==> config.mk <==
export PLATFORM = sky130hd
export DESIGN_NAME = pll_scan_seq
export DESIGN_NICKNAME = d
export VERILOG_FILES = /design/src/rtl/pll_scan_pkg.sv /design/src/rtl/pll_scan_shift.sv /design/src/rtl/pll_scan_done_qual.sv /design/src/rtl/pll_scan_timer.sv /design/src/rtl/pll_scan_seq.sv
export SDC_FILE = /design/constraint.sdc
export NUM_CORES = 1
export LEC_CHECK = 0
export ABC_AREA = 1
export BUFFER_PORTS_ARGS = -buffer_cell sky130_fd_sc_hd__buf_4
export CORE_MARGIN = 4
export CORE_UTILIZATION = 45
export DETAILED_ROUTE_END_ITERATION = 16
export PLACE_DENSITY = 0.72
export SYNTH_ARGS = -nofsm -noshare
export SYNTH_HDL_FRONTEND = slang
export SYNTH_SLANG_ARGS = --single-unit
==> constraint.sdc <==
create_clock -name clk -period 2.05 [get_ports clk]
set_input_delay 0.1025 -clock clk [delete_from_list [all_inputs] [get_ports clk]]
set_output_delay 0.1025 -clock clk [all_outputs]
set_load 0.02 [all_outputs]
==> src/rtl/pll_scan_pkg.sv <==
package pll_scan_pkg;

    typedef enum logic [2:0] {
        ST_IDLE,
        ST_PREFETCH,
        ST_SHIFT,
        ST_UPDATE,
        ST_WAIT_DONE,
        ST_RESET_PLL,
        ST_WAIT_LOCK
    } seq_state_e;

endpackage

==> src/rtl/pll_scan_shift.sv <==
// Bit-address walker: counts the image index down and the shifted bits up.
module pll_scan_shift #(
    parameter int CHAIN_LEN = 144,
    localparam int AW = $clog2(CHAIN_LEN)
) (
    input  logic          clk,
    input  logic          rst_n,
    input  logic          load,
    input  logic          adv,
    input  logic          shifting,
    output logic [AW-1:0] addr,
    output logic          last
);
    logic [AW-1:0] addr_q;
    logic [AW-1:0] cnt_q;

    always_ff @(posedge clk or negedge rst_n) begin
        if (!rst_n) begin
            addr_q <= '0;
            cnt_q  <= '0;
        end else if (load) begin
            addr_q <= AW'(CHAIN_LEN - 1);
            cnt_q  <= '0;
        end else begin
            if (adv) begin
                addr_q <= addr_q - AW'(1);
            end
            if (shifting) begin
                cnt_q <= cnt_q + AW'(1);
            end
        end
    end

    assign addr = addr_q;
    assign last = shifting && (cnt_q == AW'(CHAIN_LEN - 1));
endmodule

==> src/rtl/pll_scan_done_qual.sv <==
// Scan-done qualifier: a rising edge when the level was low at update,
// otherwise a fixed wait of DONE_WAIT cycles.
module pll_scan_done_qual #(
    parameter int DONE_WAIT = 16,
    localparam int NW = $clog2(DONE_WAIT + 1)
) (
    input  logic clk,
    input  logic rst_n,
    input  logic scandone,
    input  logic arm,
    input  logic waiting,
    output logic hit
);
    logic          sd_q;
    logic          stuck_q;
    logic [NW-1:0] wcnt_q;

    always_ff @(posedge clk or negedge rst_n) begin
        if (!rst_n) begin
            sd_q    <= 1'b0;
            stuck_q <= 1'b0;
            wcnt_q  <= '0;
        end else begin
            sd_q <= scandone;
            if (arm) begin
                stuck_q <= scandone;
                wcnt_q  <= '0;
            end else if (waiting) begin
                wcnt_q <= wcnt_q + NW'(1);
            end
        end
    end

    always_comb begin
        if (!waiting) begin
            hit = 1'b0;
        end else if (stuck_q) begin
            hit = (wcnt_q == NW'(DONE_WAIT - 1));
        end else begin
            hit = scandone && !sd_q;
        end
    end
endmodule

==> src/rtl/pll_scan_timer.sv <==
// Lock-wait timeout counter.
module pll_scan_timer #(
    parameter int LOCK_TIMEOUT = 4096,
    localparam int TW = $clog2(LOCK_TIMEOUT + 1)
) (
    input  logic clk,
    input  logic rst_n,
    input  logic clear,
    input  logic run,
    output logic expired
);
    logic [TW-1:0] tcnt_q;

    always_ff @(posedge clk or negedge rst_n) begin
        if (!rst_n) begin
            tcnt_q <= '0;
        end else if (clear) begin
            tcnt_q <= '0;
        end else if (run) begin
            tcnt_q <= tcnt_q + TW'(1);
        end
    end

    assign expired = run && (tcnt_q == TW'(LOCK_TIMEOUT - 1));
endmodule

==> src/rtl/pll_scan_seq.sv <==
module pll_scan_seq #(
    parameter int CHAIN_LEN    = 144,
    parameter int DONE_WAIT    = 16,
    parameter int LOCK_TIMEOUT = 4096,
    localparam int AW = $clog2(CHAIN_LEN)
) (
    input  logic          clk,
    input  logic          rst_n,
    input  logic          start_i,
    output logic          busy_o,
    output logic          done_o,
    output logic          err_o,
    output logic [AW-1:0] rom_addr_o,
    input  logic          rom_data_i,
    output logic          scan_data_o,
    output logic          scan_clk_en_o,
    output logic          update_o,
    output logic          pll_areset_o,
    input  logic          scandone_i,
    input  logic          locked_i
);
    import pll_scan_pkg::*;

    seq_state_e state_q;
    logic       done_q;
    logic       err_q;
    logic       load;
    logic       adv;
    logic       shifting;
    logic       last_bit;
    logic       arm;
    logic       waiting;
    logic       sd_hit;
    logic       lk_clear;
    logic       lk_run;
    logic       lk_expired;

    pll_scan_shift #(.CHAIN_LEN(CHAIN_LEN)) u_shift (
        .clk      (clk),
        .rst_n    (rst_n),
        .load     (load),
        .adv      (adv),
        .shifting (shifting),
        .addr     (rom_addr_o),
        .last     (last_bit)
    );

    pll_scan_done_qual #(.DONE_WAIT(DONE_WAIT)) u_qual (
        .clk      (clk),
        .rst_n    (rst_n),
        .scandone (scandone_i),
        .arm      (arm),
        .waiting  (waiting),
        .hit      (sd_hit)
    );

    pll_scan_timer #(.LOCK_TIMEOUT(LOCK_TIMEOUT)) u_timer (
        .clk     (clk),
        .rst_n   (rst_n),
        .clear   (lk_clear),
        .run     (lk_run),
        .expired (lk_expired)
    );

    // State register with the completion flags
    always_ff @(posedge clk or negedge rst_n) begin
        if (!rst_n) begin
            state_q <= ST_IDLE;
            done_q  <= 1'b0;
            err_q   <= 1'b0;
        end else begin
            done_q <= 1'b0;
            err_q  <= 1'b0;
            unique case (state_q)
                ST_IDLE: begin
                    if (start_i) begin
                        state_q <= ST_PREFETCH;
                    end
                end
                ST_PREFETCH: begin
                    state_q <= ST_SHIFT;
                end
                ST_SHIFT: begin
                    if (last_bit) begin
                        state_q <= ST_UPDATE;
                    end
                end
                ST_UPDATE: begin
                    state_q <= ST_WAIT_DONE;
                end
                ST_WAIT_DONE: begin
                    if (sd_hit) begin
                        state_q <= ST_RESET_PLL;
                    end
                end
                ST_RESET_PLL: begin
                    state_q <= ST_WAIT_LOCK;
                end
                ST_WAIT_LOCK: begin
                    if (locked_i) begin
                        state_q <= ST_IDLE;
                        done_q  <= 1'b1;
                    end else if (lk_expired) begin
                        state_q <= ST_IDLE;
                        err_q   <= 1'b1;
                    end
                end
                default: begin
                    state_q <= ST_IDLE;
                end
            endcase
        end
    end

    // Outputs and datapath controls
    always_comb begin
        load          = 1'b0;
        adv           = 1'b0;
        shifting      = 1'b0;
        arm           = 1'b0;
        waiting       = 1'b0;
        lk_clear      = 1'b0;
        lk_run        = 1'b0;
        busy_o        = 1'b1;
        scan_clk_en_o = 1'b0;
        scan_data_o   = 1'b0;
        update_o      = 1'b0;
        pll_areset_o  = 1'b0;
        unique case (state_q)
            ST_IDLE: begin
                busy_o = 1'b0;
                load   = start_i;
            end
            ST_PREFETCH: begin
                adv = 1'b1;
            end
            ST_SHIFT: begin
                adv           = 1'b1;
                shifting      = 1'b1;
                scan_clk_en_o = 1'b1;
                scan_data_o   = rom_data_i;
            end
            ST_UPDATE: begin
                update_o = 1'b1;
                arm      = 1'b1;
            end
            ST_WAIT_DONE: begin
                waiting = 1'b1;
            end
            ST_RESET_PLL: begin
                pll_areset_o = 1'b1;
                lk_clear     = 1'b1;
            end
            ST_WAIT_LOCK: begin
                lk_run = 1'b1;
            end
            default: begin
                busy_o = 1'b0;
            end
        endcase
    end

    assign done_o = done_q;
    assign err_o  = err_q;
endmodule

# Word-level counts from Yosys, hierarchy flattened
# Cells that the tools add are included.
word_totals:
  in_bits: 6
  out_inout_bits: 15
  reg_bits: 41
  wordCells: 68
op_classes:
  n_reduce_logical: 12
  n_eq_ne: 13
  addsub: 4
  mux: 30
op_table:
  columns: ["operator", "count"]
  rows:
  - ["8-bit 2-to-1 mux", 4]
  - ["13-bit 2-to-1 mux", 2]
  - ["3-bit case mux with 7 select lines", 1]
  - ["1-bit 2-to-1 mux", 16]
  - ["3-bit 2-to-1 mux", 5]
  - ["13-bit by 1-bit adder with 13-bit output (second input constant)", 1]
  - ["13-bit by 12-bit equality test with 1-bit output (second input constant)", 1]
  - ["5-bit 2-to-1 mux", 2]
  - ["3-bit equality test (second input constant)", 3]
  - ["8-bit by 1-bit adder with 8-bit output (second input constant)", 1]
  - ["8-bit equality test (second input constant)", 1]
  - ["2-bit nonzero test", 4]
  - ["8-bit by 1-bit subtractor with 8-bit output (second input constant)", 1]
  - ["3-bit by 2-bit equality test with 1-bit output (second input constant)", 2]
  - ["2-bit != test (second input constant)", 3]
  - ["6-bit OR reduction", 1]
  - ["5-bit by 1-bit adder with 5-bit output (second input constant)", 1]
  - ["5-bit by 4-bit equality test with 1-bit output (second input constant)", 1]
  - ["4-bit AND reduction", 1]
  - ["3-bit by 1-bit equality test with 1-bit output (second input constant)", 1]
  - ["1-bit logical AND", 3]
  - ["3-bit zero test", 1]
  - ["3-bit != test (second input constant)", 1]
  - ["2-bit OR reduction", 1]
  - ["1-bit zero test", 1]

# Logic depth before layout (Yosys ltp)
# Gate-level depths: netlist of run 1.
logic_depth:
  ltp_word: 6
  ltp_mapped: 11
  depth_no_buf: 11

# By module
# Synthesis of run 1 repeated with hierarchy kept, for this count alone.
unflattened:
  cells_unflattened: 296
  hier_area_um2: 2290.9
modules_own_cells:
  columns: ["module", "instances", "area_per_inst_um2", "seq_area_each_um2", "cells_each"]
  rows:
  - ["pll_scan_shift", 1, 848.3, 400.4, 106]
  - ["pll_scan_timer", 1, 787.0, 325.3, 101]
  - ["pll_scan_done_qual", 1, 330.3, 175.2, 39]
  - ["pll_scan_seq", 1, 325.3, 125.1, 50]

# Worst setup path after synthesis of run 1
# No wires, ideal clock.
synth_timing:
  kind: "register to register"
  startpoint: "reg state_q[1]"
  endpoint: "reg u_qual.wcnt_q[1]"
  t_arrival_ps: 1358
  stages_incl_launch_ff: 8
  period_less_slack_ps: 1480
  setup_slack_ps: 570
  setup_ps: 122
  t_required_ps: 1928
  n_path_buf: 1
  path_cell_list: "dfrtp_1 > buf_4 > nand2_1 > nor2_1 > inv_1 > nand2_1 > inv_2 > a32o_1"
synth_via:
  elab_chain_cells: 3
  word_cells_on_any_way: 6
  classes_between: "eq/ne: 2; mux: 3; reduce/logical: 1"
synth_rtl:
  columns: ["item", "line", "text"]
  rows:
  - ["start, declared", "pll_scan_seq.sv:24", "seq_state_e state_q;"]
  - ["start signal, assigned", "pll_scan_seq.sv:68", "state_q <= ST_IDLE;"]
  - ["start signal, assigned", "pll_scan_seq.sv:77", "state_q <= ST_PREFETCH;"]
  - ["start signal, assigned", "pll_scan_seq.sv:81", "state_q <= ST_SHIFT;"]
  - ["3-bit by 2-bit equality test with 1-bit output (*)", null, null]
  - ["1-bit 2-to-1 mux (*)", null, null]
  - ["named net update_o", "pll_scan_seq.sv:17", "output logic update_o,"]
  - ["5-bit 2-to-1 mux / 2-bit nonzero test (equally long branches)", null, null]
  - ["end signal, assigned", "pll_scan_done_qual.sv:29", "wcnt_q <= wcnt_q + NW'(1);"]
  - ["end, declared", "pll_scan_done_qual.sv:16", "logic [NW-1:0] wcnt_q;"]
# Mark *: on every way through the listed nets, which the timed path passes. The rest lies on a longest branch.
# A chain may end at the register's enable or synchronous reset.

# Final worst setup path of run 1
layout_timing:
  startpoint: "reg u_timer.tcnt_q[0]"
  endpoint: "reg state_q[2]"
layout_via:
  elab_chain_cells: 4
layout_rtl:
  columns: ["item", "line", "text"]
  rows:
  - ["start, declared", "pll_scan_timer.sv:12", "logic [TW-1:0] tcnt_q;"]
  - ["start signal, assigned", "pll_scan_timer.sv:20", "tcnt_q <= tcnt_q + TW'(1);"]
  - ["13-bit by 12-bit equality test with 1-bit output", "pll_scan_timer.sv:24", "assign expired = run && (tcnt_q == TW'(LOCK_TIMEOUT - 1));"]
  - ["1-bit logical AND", "pll_scan_timer.sv:24", null]
  - ["3-bit != test (no line)", null, null]
  - ["4-bit AND reduction (no line)", null, null]
# Every way passes these cells.

==> impl_metrics.tcl, run 1 <==
set metrics [dict create \
    crit_path_end_kind "register" \
    post_cts_buffers 0 \
    count_of_inserted_antenna_diode_cells 0 \
    drtAntennaViolNets 0 \
    vias_post_dr 1814 \
    timing.final.setup_violations 0 \
    max_cap_violations 0 \
    grt_pass1_wl_um 7470 \
    synthesis_stage_register_bit_count 41 \
    worst_setup_hold_path_clk_slew_ns 0.07 \
    tightest_slew_ns 0.514 \
    htree_num_levels 2 \
    design.final.nets 318 \
    post_drt_via_cell_ratio 4.85 \
    path_max_fanout 4 \
    std_cell_rows 25 \
    pwr_density_cell_mw_per_mm2 1150 \
    vias_in_the_first_global_route 1695 \
    post_synth_most_frequent_cells "nand2_1 (67), dfrtp_1 (41), nor2_1 (37)" \
    slew_violations 0 \
    worst-setup-path-type "register to register" \
    cts_repair_resize_count 0 \
    total_leakage_power_uw 0.00124 \
    number_of_failing_hold_endpoints_at_the_final_stage 0 \
    routabilityCongestion 0.826 \
    worst_r2r_startpoint "u_timer.tcnt_q[0]" \
    io_pins 21 \
    floorplan.die_area_mm2 0.00610 \
    end_point_of_the_most_critical_hold_path "u_shift.cnt_q[1]" \
    rsz0062_at_grt "false" \
    route.met2.wl_um 1930 \
    fill_cells 479 \
    cts_made_buffers 5 \
    worstHoldStart "start_i" \
    total_iterations_of_the_first_detailed_routing_run 4 \
    tns_ns 0 \
    synth_enable_flop_cells 0 \
    worst_setup_path_start_kind "register" \
    cp-startpoint "u_timer.tcnt_q[0]" \
    worstRegToRegCells 8 \
    cts-hold-fix-buffers 3 \
    number_of_remaining_drc_errors 0 \
    place.detailed.hpwl_um 3080 \
    fin_crit_ns 1.55 \
    topRoutingLayerUsed "met4" \
    pin_count_of_the_biggest_net_entering_global_routing 42 \
    initial_core_util 0.465 \
    clock-skew-final_ns 0.00462 \
    timing.max_slew.rel_slack 0.657 \
    max_freq_ghz 0.646 \
    synth_sequential_area_ratio 0.464 \
    timing.critical_path.arrival_ns 1.73 \
    dominantRegCellSynth "dfrtp_1" \
    synth_nets 290 \
    fp.dieW_um 78.1 \
    syn-cell-area_mm2 0.00221 \
    grt_util_all_layers 0.152 \
    hold_ws_ns 0.310 \
    finalInstanceArea_mm2 0.00254 \
    antenna_violations_before_repair 0 \
    place_area_mm2 0.00243 \
    hold_path_depth 4 \
    area.growth.synth_to_final_pct 15.0 \
    cts.root.buffer_cell "clkbuf_8" \
    grt-ovfl-total 0 \
    met1_routed_wirelength_after_detailed_routing_um 2030 \
    yosys.cell_types.count 33 \
    synth_area_per_cell_um2 7.93 \
    ctsLongestPathBuffers 2 \
    post_synth_main_area_contributors "dfrtp_1 (46%), nand2_1 (11%), nor2_1 (6.3%)" \
    synth_cells 279 \
    die_h_um 78.1 \
    buffer_ports.inserted 20 \
    hold_path.class "input pin to register" \
    post_route_cells_drive_above_1_share 0.163 \
    yosysWarnings 0 \
    tritoncts "built" \
    reg2reg_setup_slack_ns 0.50 \
    status "finished clean" \
    layout_worst_path_cycle_share 0.756 \
    post_layout_utilization_of_the_core 0.535 \
    synth_most_common_cell "nand2_1" \
    netlist.top_cell.by_area "dfrtp_1" \
    clock_sinks 41 \
    synthArstFlopShare 1.00 \
    ir_worst_vdd_mv 0.493 \
    detailed_route_wirelength_on_metal3_um 154 \
    route.final.wire_length_um 4180 \
    clkLatencyLatePin_ns 0.29 \
    worst_ep_required_time_ns 2.23 \
    core_region_area_mm2 0.00475 \
    drt-wirelength-per-cell_um 11.2 \
    drt_first_iter_violations 98 \
    r2r-end "state_q[2]" \
    netlist.area_leader.share 0.464 \
]
## power by group
part           leakage (uW)  internal [uW]  switching, uW
logic              0.000658            433            766
clock network     0.0000443            267            263
registers          0.000537            982            210
## cell families after synthesis
family / share of synthesized area
compound gates: 0.0984
xor+xnor: 0.00792
fa+ha+maj: 0.0283
buf+inv: 0.0764
flops: 0.464
mux: 0.00453
simple gates: 0.321
## final cells by class
cell class,count,area [um^2],area share
flip-flops and latches,41,1030,0.403
inverters,40,150,0.0590
repair buffers,23,180,0.0708
well taps,67,83.8,0.0330
clock buffers,7,86.3,0.0339
multi-input cells,196,1020,0.400
## layout by cell type (no fill, tap or decap), types with 2 or more instances in the layout
cell           count
nand2_1           67
dfrtp_1           41
nor2_1            37
inv_1             31
buf_4             20
nand3_1           19
o21ai_0           17
a21oi_1           12
inv_2              8
nand4_1            7
clkbuf_8           6
ha_1               5
nand2_2            4
nor3_2             3
nor3_1             3
o22ai_1            3
dlygate4sd3_1      3
nand3_2            2
nand3_4            2
nor2_4             2
## routing by layer
metal | vias to the layer above | track usage
li1 | 958 | -
met4 | 0 | 0.0542
met2 | 30 | 0.248
met3 | 9 | 0.0378
met5 | - | 0
met1 | 817 | 0.195
## registers in the layout, summed over array words and instances, names as in the netlist
register,cells
state_q,3
u_timer.tcnt_q,13
err_o,1
u_qual.sd_q,1
u_qual.wcnt_q,5
done_o,1
u_shift.cnt_q,8
u_qual.stuck_q,1
u_shift.addr,8
## critical path, stage by stage, from the launching register on
cell	delay (ns)
dfrtp_1	0.40
ha_1	0.20
nand3_1	0.12
nor3_2	0.22
nand3_1	0.16
nand2_1	0.15
nand2_2	0.08
nand2_1	0.06
nand2_1	0.05
## worst max path at each step
stage	end	slack, ns	cells past startpoint
after global routing	state_q[2]	0.32	8
after detailed placement	state_q[2]	0.52	11
after floorplan	u_qual.wcnt_q[1]	0.57	7
after global placement	state_q[1]	0.53	11
final	state_q[2]	0.50	8
after CTS	state_q[2]	0.49	11
## stage by stage
step	total power [uW]	worst slack, ns	instances
after CTS	2960	0.495	374
after global routing	3160	0.317	374
after detailed placement	2420	0.521	364
after floorplan	2070	0.570	279
after global placement	2390	0.525	364
final	2920	0.501	374
Note: power is estimated with default switching activity, not from simulation.
==> inputs of run 2 (changes only) <==
PLACE_DENSITY = 0.75   (was 0.72)
clock period = 1.35 ns   (was 2.05 ns; I/O delays follow)
==> run 2 against run 1 <==
Compared with the run above: the run now ends with negative setup slack left; hold slack worse by 0.038 ns; via count up 19%; critical path depth rose by 3; critical endpoint unchanged; critical path type unchanged; clock power increased by 98%; final cell count up 15%; non-clock buffer count increased by 56; count of clock-buffer cells in the layout shrank 1; final area up 32%; worst setup slack worse by 0.65 ns; sequential cell count did not move; maximum frequency up 3.5%.
==> impl_metrics.tcl, run 2 (synthesis gave the netlist of run 1 again) <==
set metrics [dict create \
    post_drt_via_cell_ratio 5.02 \
    route.final.wire_length_um 5950 \
    post_route_cells_drive_above_1_share 0.437 \
    global_route_met1_utilization 0.203 \
    crit_path_end_kind "register" \
    drt-wirelength-per-cell_um 13.8 \
    number_of_remaining_drc_errors 0 \
    fin_crit_ns 1.50 \
    grt-ovfl-total 0 \
    die_h_um 78.1 \
    total_iterations_of_the_first_detailed_routing_run 4 \
    drtAntennaViolNets 0 \
    floorplan.die_area_mm2 0.00610 \
    core_region_area_mm2 0.00475 \
    clock_sinks 41 \
    largest_register "u_timer.tcnt_q" \
    hold_path.class "input pin to asynchronous set/reset pin" \
    area.growth.synth_to_final_pct 52.1 \
    clkLatencyLatePin_ns 0.30 \
    timing.critical_path.arrival_ns 1.70 \
    tightest_slew_ns 0.527 \
    final_cell_mix "nand2_1 (53), buf_4 (52), dfrtp_1 (37), inv_1 (29), buf_6 (24)" \
    std_cell_rows 25 \
    cts_made_buffers 5 \
    gr-usage-met3 0.0401 \
    place.detailed.hpwl_um 3440 \
    timing.max_slew.rel_slack 0.649 \
    place_ws_ns -0.0852 \
    vias_post_dr 2165 \
    number_of_failing_hold_endpoints_at_the_final_stage 0 \
    max_cap_violations 0 \
    hold_ws_ns 0.272 \
    busiest_layer "met2" \
    worst_setup_hold_path_clk_slew_ns 0.09 \
    drt_first_iter_violations 127 \
    cts.root.buffer_cell "clkbuf_8" \
    routabilityCongestion 0.844 \
    htree_num_levels 2 \
    worst-setup-path-type "register to register" \
    total_leakage_power_uw 0.00165 \
    design.final.nets 374 \
    status "finished with violations" \
    tritoncts "built" \
    timing.final.setup_violations 20 \
    grt_pass1_wl_um 8120 \
    pwr_density_cell_mw_per_mm2 1880 \
    layout_worst_path_cycle_share 1.11 \
    buffer_ports.inserted 20 \
    ir_worst_vdd_mv 0.715 \
    io_pins 21 \
    grt_util_all_layers 0.164 \
    worst_ep_required_time_ns 1.55 \
    fin_ws_ns -0.147 \
    max_freq_ghz 0.668 \
    fp.dieW_um 78.1 \
    vias_in_the_first_global_route 1939 \
    ctsLongestPathBuffers 2 \
    layout_commonest_cell "nand2_1" \
    rsz0062_at_grt "true" \
    post_layout_utilization_of_the_core 0.708 \
    violations "negative setup slack" \
    count_of_inserted_antenna_diode_cells 0 \
    initial_core_util 0.465 \
    antenna_violations_before_repair 0 \
    slew_violations 0 \
    clock-skew-final_ns 0.0165 \
    largest_register_ff_count 13 \
    worst_setup_path_start_kind "register" \
    path_max_fanout 3 \
    global_route.usage.met2 0.278 \
    pin_count_of_the_biggest_net_entering_global_routing 42 \
]
## run 2: changes by cell type in the layout (fill, tap and decap cells not counted), moves of 6 or more
cell / delta
buf_4: +32
buf_6: +24
nor2_1: -15
nand2_1: -14
nor2_4: +9
nand2_2: +8
a21oi_1: -6
a21oi_2: +6
nand2_4: +6
nor2_2: +6
## run 2: power by group
| group | internal (uW) | switching, uW | leakage [uW] |
|---|---|---|---|
| clock | 602 | 444 | 0.0000574 |
| sequential | 1500 | 364 | 0.000532 |
| combinational | 1650 | 1780 | 0.00106 |
## run 2: worst max-delay path, cell delays in order, from the launching register on
cell and delay, ns:
dfrtp_1 0.37, ha_2 0.19, nand2_2 0.06, nor2_2 0.08, ha_1 0.14, nand2_1 0.05
inv_1 0.06, nor3_2 0.04, nor2_2 0.16, nand2_2 0.09, nand2_1 0.09, nand2_1 0.05
## run 2: final timing paths
path                                          end  cells after the start  slack (ns)             start
worst max-delay path                   state_q[2]                     11       -0.15  u_qual.wcnt_q[1]
min in group clk                 u_shift.cnt_q[5]                      6        0.32           start_i
max in group asynchronous       u_timer.tcnt_q[2]                      2        0.69             rst_n
worst max register to register         state_q[2]                     11       -0.15  u_qual.wcnt_q[1]
worst min-delay path             u_qual.wcnt_q[2]                      2        0.27             rst_n
worst min register to register   u_qual.wcnt_q[3]                      1        0.50  u_qual.wcnt_q[3]
## run 2: stage by stage
step	cells	setup TNS (ns)	total power (uW)	cell area, um^2
global placement	405	-0.189	4190	2740
floorplan	279	-0.0178	3160	2220
finish	431	-1.29	6340	3360
global route	431	-3.37	6720	3360
CTS	421	-0.424	5510	2990
detailed placement	405	-0.603	4260	2740
## run 2: what timing repair did
| item | CTS | global route |
|---|---|---|
| hold endpoints to repair | 44 | 0 |
| pin swaps | 5 | 29 |
| endpoints found under the setup margin | 27 | 32 |
| gates resized for setup | 21 | 83 |
| buffers inserted | 5 | 10 |
| hold buffers | 3 | 0 |
## run 2: cell type report
cell class / count / area (um^2)
inverter: 40 / 160
multi-input combinational: 196 / 1280
clock buffer: 6 / 82.6
sequential: 41 / 1030
tap: 67 / 83.8
fill: 324 / 1390
clock inverter: 2 / 37.5
timing repair buffer: 79 / 691
## run 2: per-layer routing
| metal | routed length, um | share of wire |
|---|---|---|
| met4 | 144 | 0.024 |
| met3 | 214 | 0.036 |
| met1 | 2390 | 0.40 |
| met2 | 3200 | 0.54 |
| met5 | 0 | 0 |
==> inputs of run 3 (changes only) <==
==> constraint.sdc (replaced) <==
create_clock -name clk -period 1.35 [get_ports clk]
set_input_delay 0.135 -clock clk [delete_from_list [all_inputs] [get_ports clk]]
set_output_delay 0.135 -clock clk [all_outputs]
set_load 0.02 [all_outputs]
==> run 3 against run 2 <==
Compared with the run above: wire length increased by 5.4%; combinational power increased by 3%; first-iteration DRC count increased by 16%; highest routed layer unchanged; die area unchanged; the run still ends with negative setup slack left; worst setup slack got worse by 0.062 ns; clock skew increased by 0.0014 ns.
==> impl_metrics.tcl, run 3 (synthesis gave the netlist of run 1 again) <==
set metrics [dict create \
    cp-startpoint "u_qual.wcnt_q[0]" \
    post_drt_via_cell_ratio 5.12 \
    crit_path_end_kind "register" \
    area.growth.synth_to_final_pct 51.9 \
    die_h_um 78.1 \
    antenna_violations_before_repair 0 \
    max_cap_violations 0 \
    place.detailed.hpwl_um 3440 \
    grt_pass1_wl_um 8780 \
    design.final.nets 378 \
    number_of_remaining_drc_errors 0 \
    crit_path_end "state_q[2]" \
    pin_count_of_the_biggest_net_entering_global_routing 42 \
    post_route_cells_drive_above_1_share 0.438 \
    floorplan.die_area_mm2 0.00610 \
    worst-setup-path-type "register to register" \
    final_cell_mix "buf_4 (56), nand2_1 (55), dfrtp_1 (37), inv_1 (29), buf_6 (23)" \
    timing.max_slew.rel_slack 0.650 \
    path_max_fanout 3 \
    status "finished with violations" \
    tritoncts "built" \
    drt-wirelength-per-cell_um 14.4 \
    grt_util_all_layers 0.178 \
    worst_r2r_startpoint "u_qual.wcnt_q[0]" \
    core_region_area_mm2 0.00475 \
    slew_violations 0 \
    worst_setup_hold_path_clk_slew_ns 0.09 \
    ctsLongestPathBuffers 2 \
    htree_num_levels 2 \
    cpMaxStageDelayCell "dfrtp_1" \
    clkLatencyLatePin_ns 0.30 \
    pwr_density_cell_mw_per_mm2 1920 \
    fin_crit_ns 1.56 \
    hold_path.class "input pin to asynchronous set/reset pin" \
    reg2reg_setup_slack_ns -0.21 \
    r2r-end "state_q[2]" \
    number_of_failing_hold_endpoints_at_the_final_stage 0 \
    post_layout_utilization_of_the_core 0.707 \
    timing.final.setup_violations 34 \
    initial_core_util 0.465 \
    route.final.wire_length_um 6270 \
    cts.root.buffer_cell "clkbuf_8" \
    layout_commonest_cell "buf_4" \
    vias_in_the_first_global_route 2040 \
    std_cell_rows 25 \
    max_freq_ghz 0.641 \
    largest_register_ff_count 13 \
    ir_worst_vdd_mv 0.794 \
    tightest_slew_ns 0.525 \
    total_iterations_of_the_first_detailed_routing_run 5 \
    clock-skew-final_ns 0.0179 \
    drt_first_iter_violations 147 \
    fin_ws_ns -0.209 \
    count_of_inserted_antenna_diode_cells 0 \
    critPathMostFrequentCell "nand2_2" \
    cts_made_buffers 5 \
    fp.dieW_um 78.1 \
    layout_worst_path_cycle_share 1.16 \
    buffer_ports.inserted 20 \
    routabilityCongestion 0.844 \
    tns_ns -3.31 \
    drtAntennaViolNets 0 \
    grt-ovfl-total 0 \
    worstRegToRegCells 11 \
    timing.critical_path.arrival_ns 1.75 \
    worst_path_largest_cell_delay_ns 0.39 \
    vias_post_dr 2226 \
    clock_sinks 41 \
    cp_cell_sequence "ha_2, nand2_2, nor2_2, ha_1, nand2_1, inv_1, nor3_2, nor2_2, nand2_2, nand2_1, nand2_2" \
    worst_ep_required_time_ns 1.54 \
    io_pins 21 \
    rsz0062_at_grt "true" \
    violations "negative setup slack" \
    total_leakage_power_uw 0.00166 \
    largest_register "u_timer.tcnt_q" \
    worst_setup_path_start_kind "register" \
]
[run 3: changes by cell type in the layout (fill, tap and decap cells not counted), moves of 2 or more]
cell | before | now
a21oi_2 | 6 | 4
nand2_1 | 53 | 55
o21ai_2 | 0 | 2
nand3_2 | 5 | 8
nand3_4 | 4 | 2
a21oi_1 | 6 | 8
buf_4 | 52 | 56
[run 3: layer usage]
| layer | track usage | share of wire | vias up |
|---|---|---|---|
| met5 | 0 | 0 | - |
| met4 | 0.0664 | 0.026 | 0 |
| met3 | 0.0424 | 0.033 | 19 |
| met2 | 0.306 | 0.54 | 63 |
| met1 | 0.216 | 0.40 | 1064 |
| li1 | - | - | 1080 |
[run 3: area by class of cell]
type,instances,area [um^2]
multi-input combinational,196,1230
inverter,40,163
fill,333,1390
timing repair buffer,83,729
tap,67,83.8
clock inverter,2,37.5
clock buffer,6,82.6
sequential,41,1030
[run 3: stage by stage]
stage	hold WS (ns)	area (um^2)	std cells	setup WS, ns	power (uW)
after floorplan	-0.161	2220	279	-0.0101	3160
after global placement	0.154	2740	405	-0.0358	4190
after detailed placement	0.151	2740	405	-0.0852	4260
after CTS	0.371	3080	428	-0.0995	5790
after global routing	0.381	3360	435	-0.331	6840
final	0.339	3360	435	-0.209	6460
[run 3: worst min path at each step]
stage / startpoint / to / slack, ns
2_1_floorplan: rst_n / done_o / -0.16
3_3_place_gp: rst_n / u_qual.wcnt_q[2] / 0.15
3_5_place_dp: rst_n / u_qual.sd_q / 0.15
4_1_cts: rst_n / u_qual.sd_q / 0.37
5_1_grt: rst_n / u_qual.wcnt_q[2] / 0.38
6_report: rst_n / u_qual.stuck_q / 0.34
[run 3: where the power goes]
group | internal [uW] | leakage, uW | total (uW) | switching [uW]
registers | 1500 | 0.000532 | 1860 | 356
clock network | 602 | 0.0000574 | 1050 | 450
logic | 1720 | 0.00107 | 3550 | 1840
total | 3820 | 0.00166 | 6460 | 2640
[run 3: worst max-delay path: cells and delay by family, from the launching register on]
kind                       cells  cell delay [ns]
buffers and inverters          1             0.06
and+or+nand+nor                8             0.63
adders and majority gates      2             0.36
DFF                            1             0.39
[run 3: what timing repair did]
action,in CTS,in global routing
hold endpoints to repair,43,0
setup endpoints to repair,27,36
setup buffers,12,9
gates resized for setup,33,65
pin swaps,6,20
hold buffers,3,0
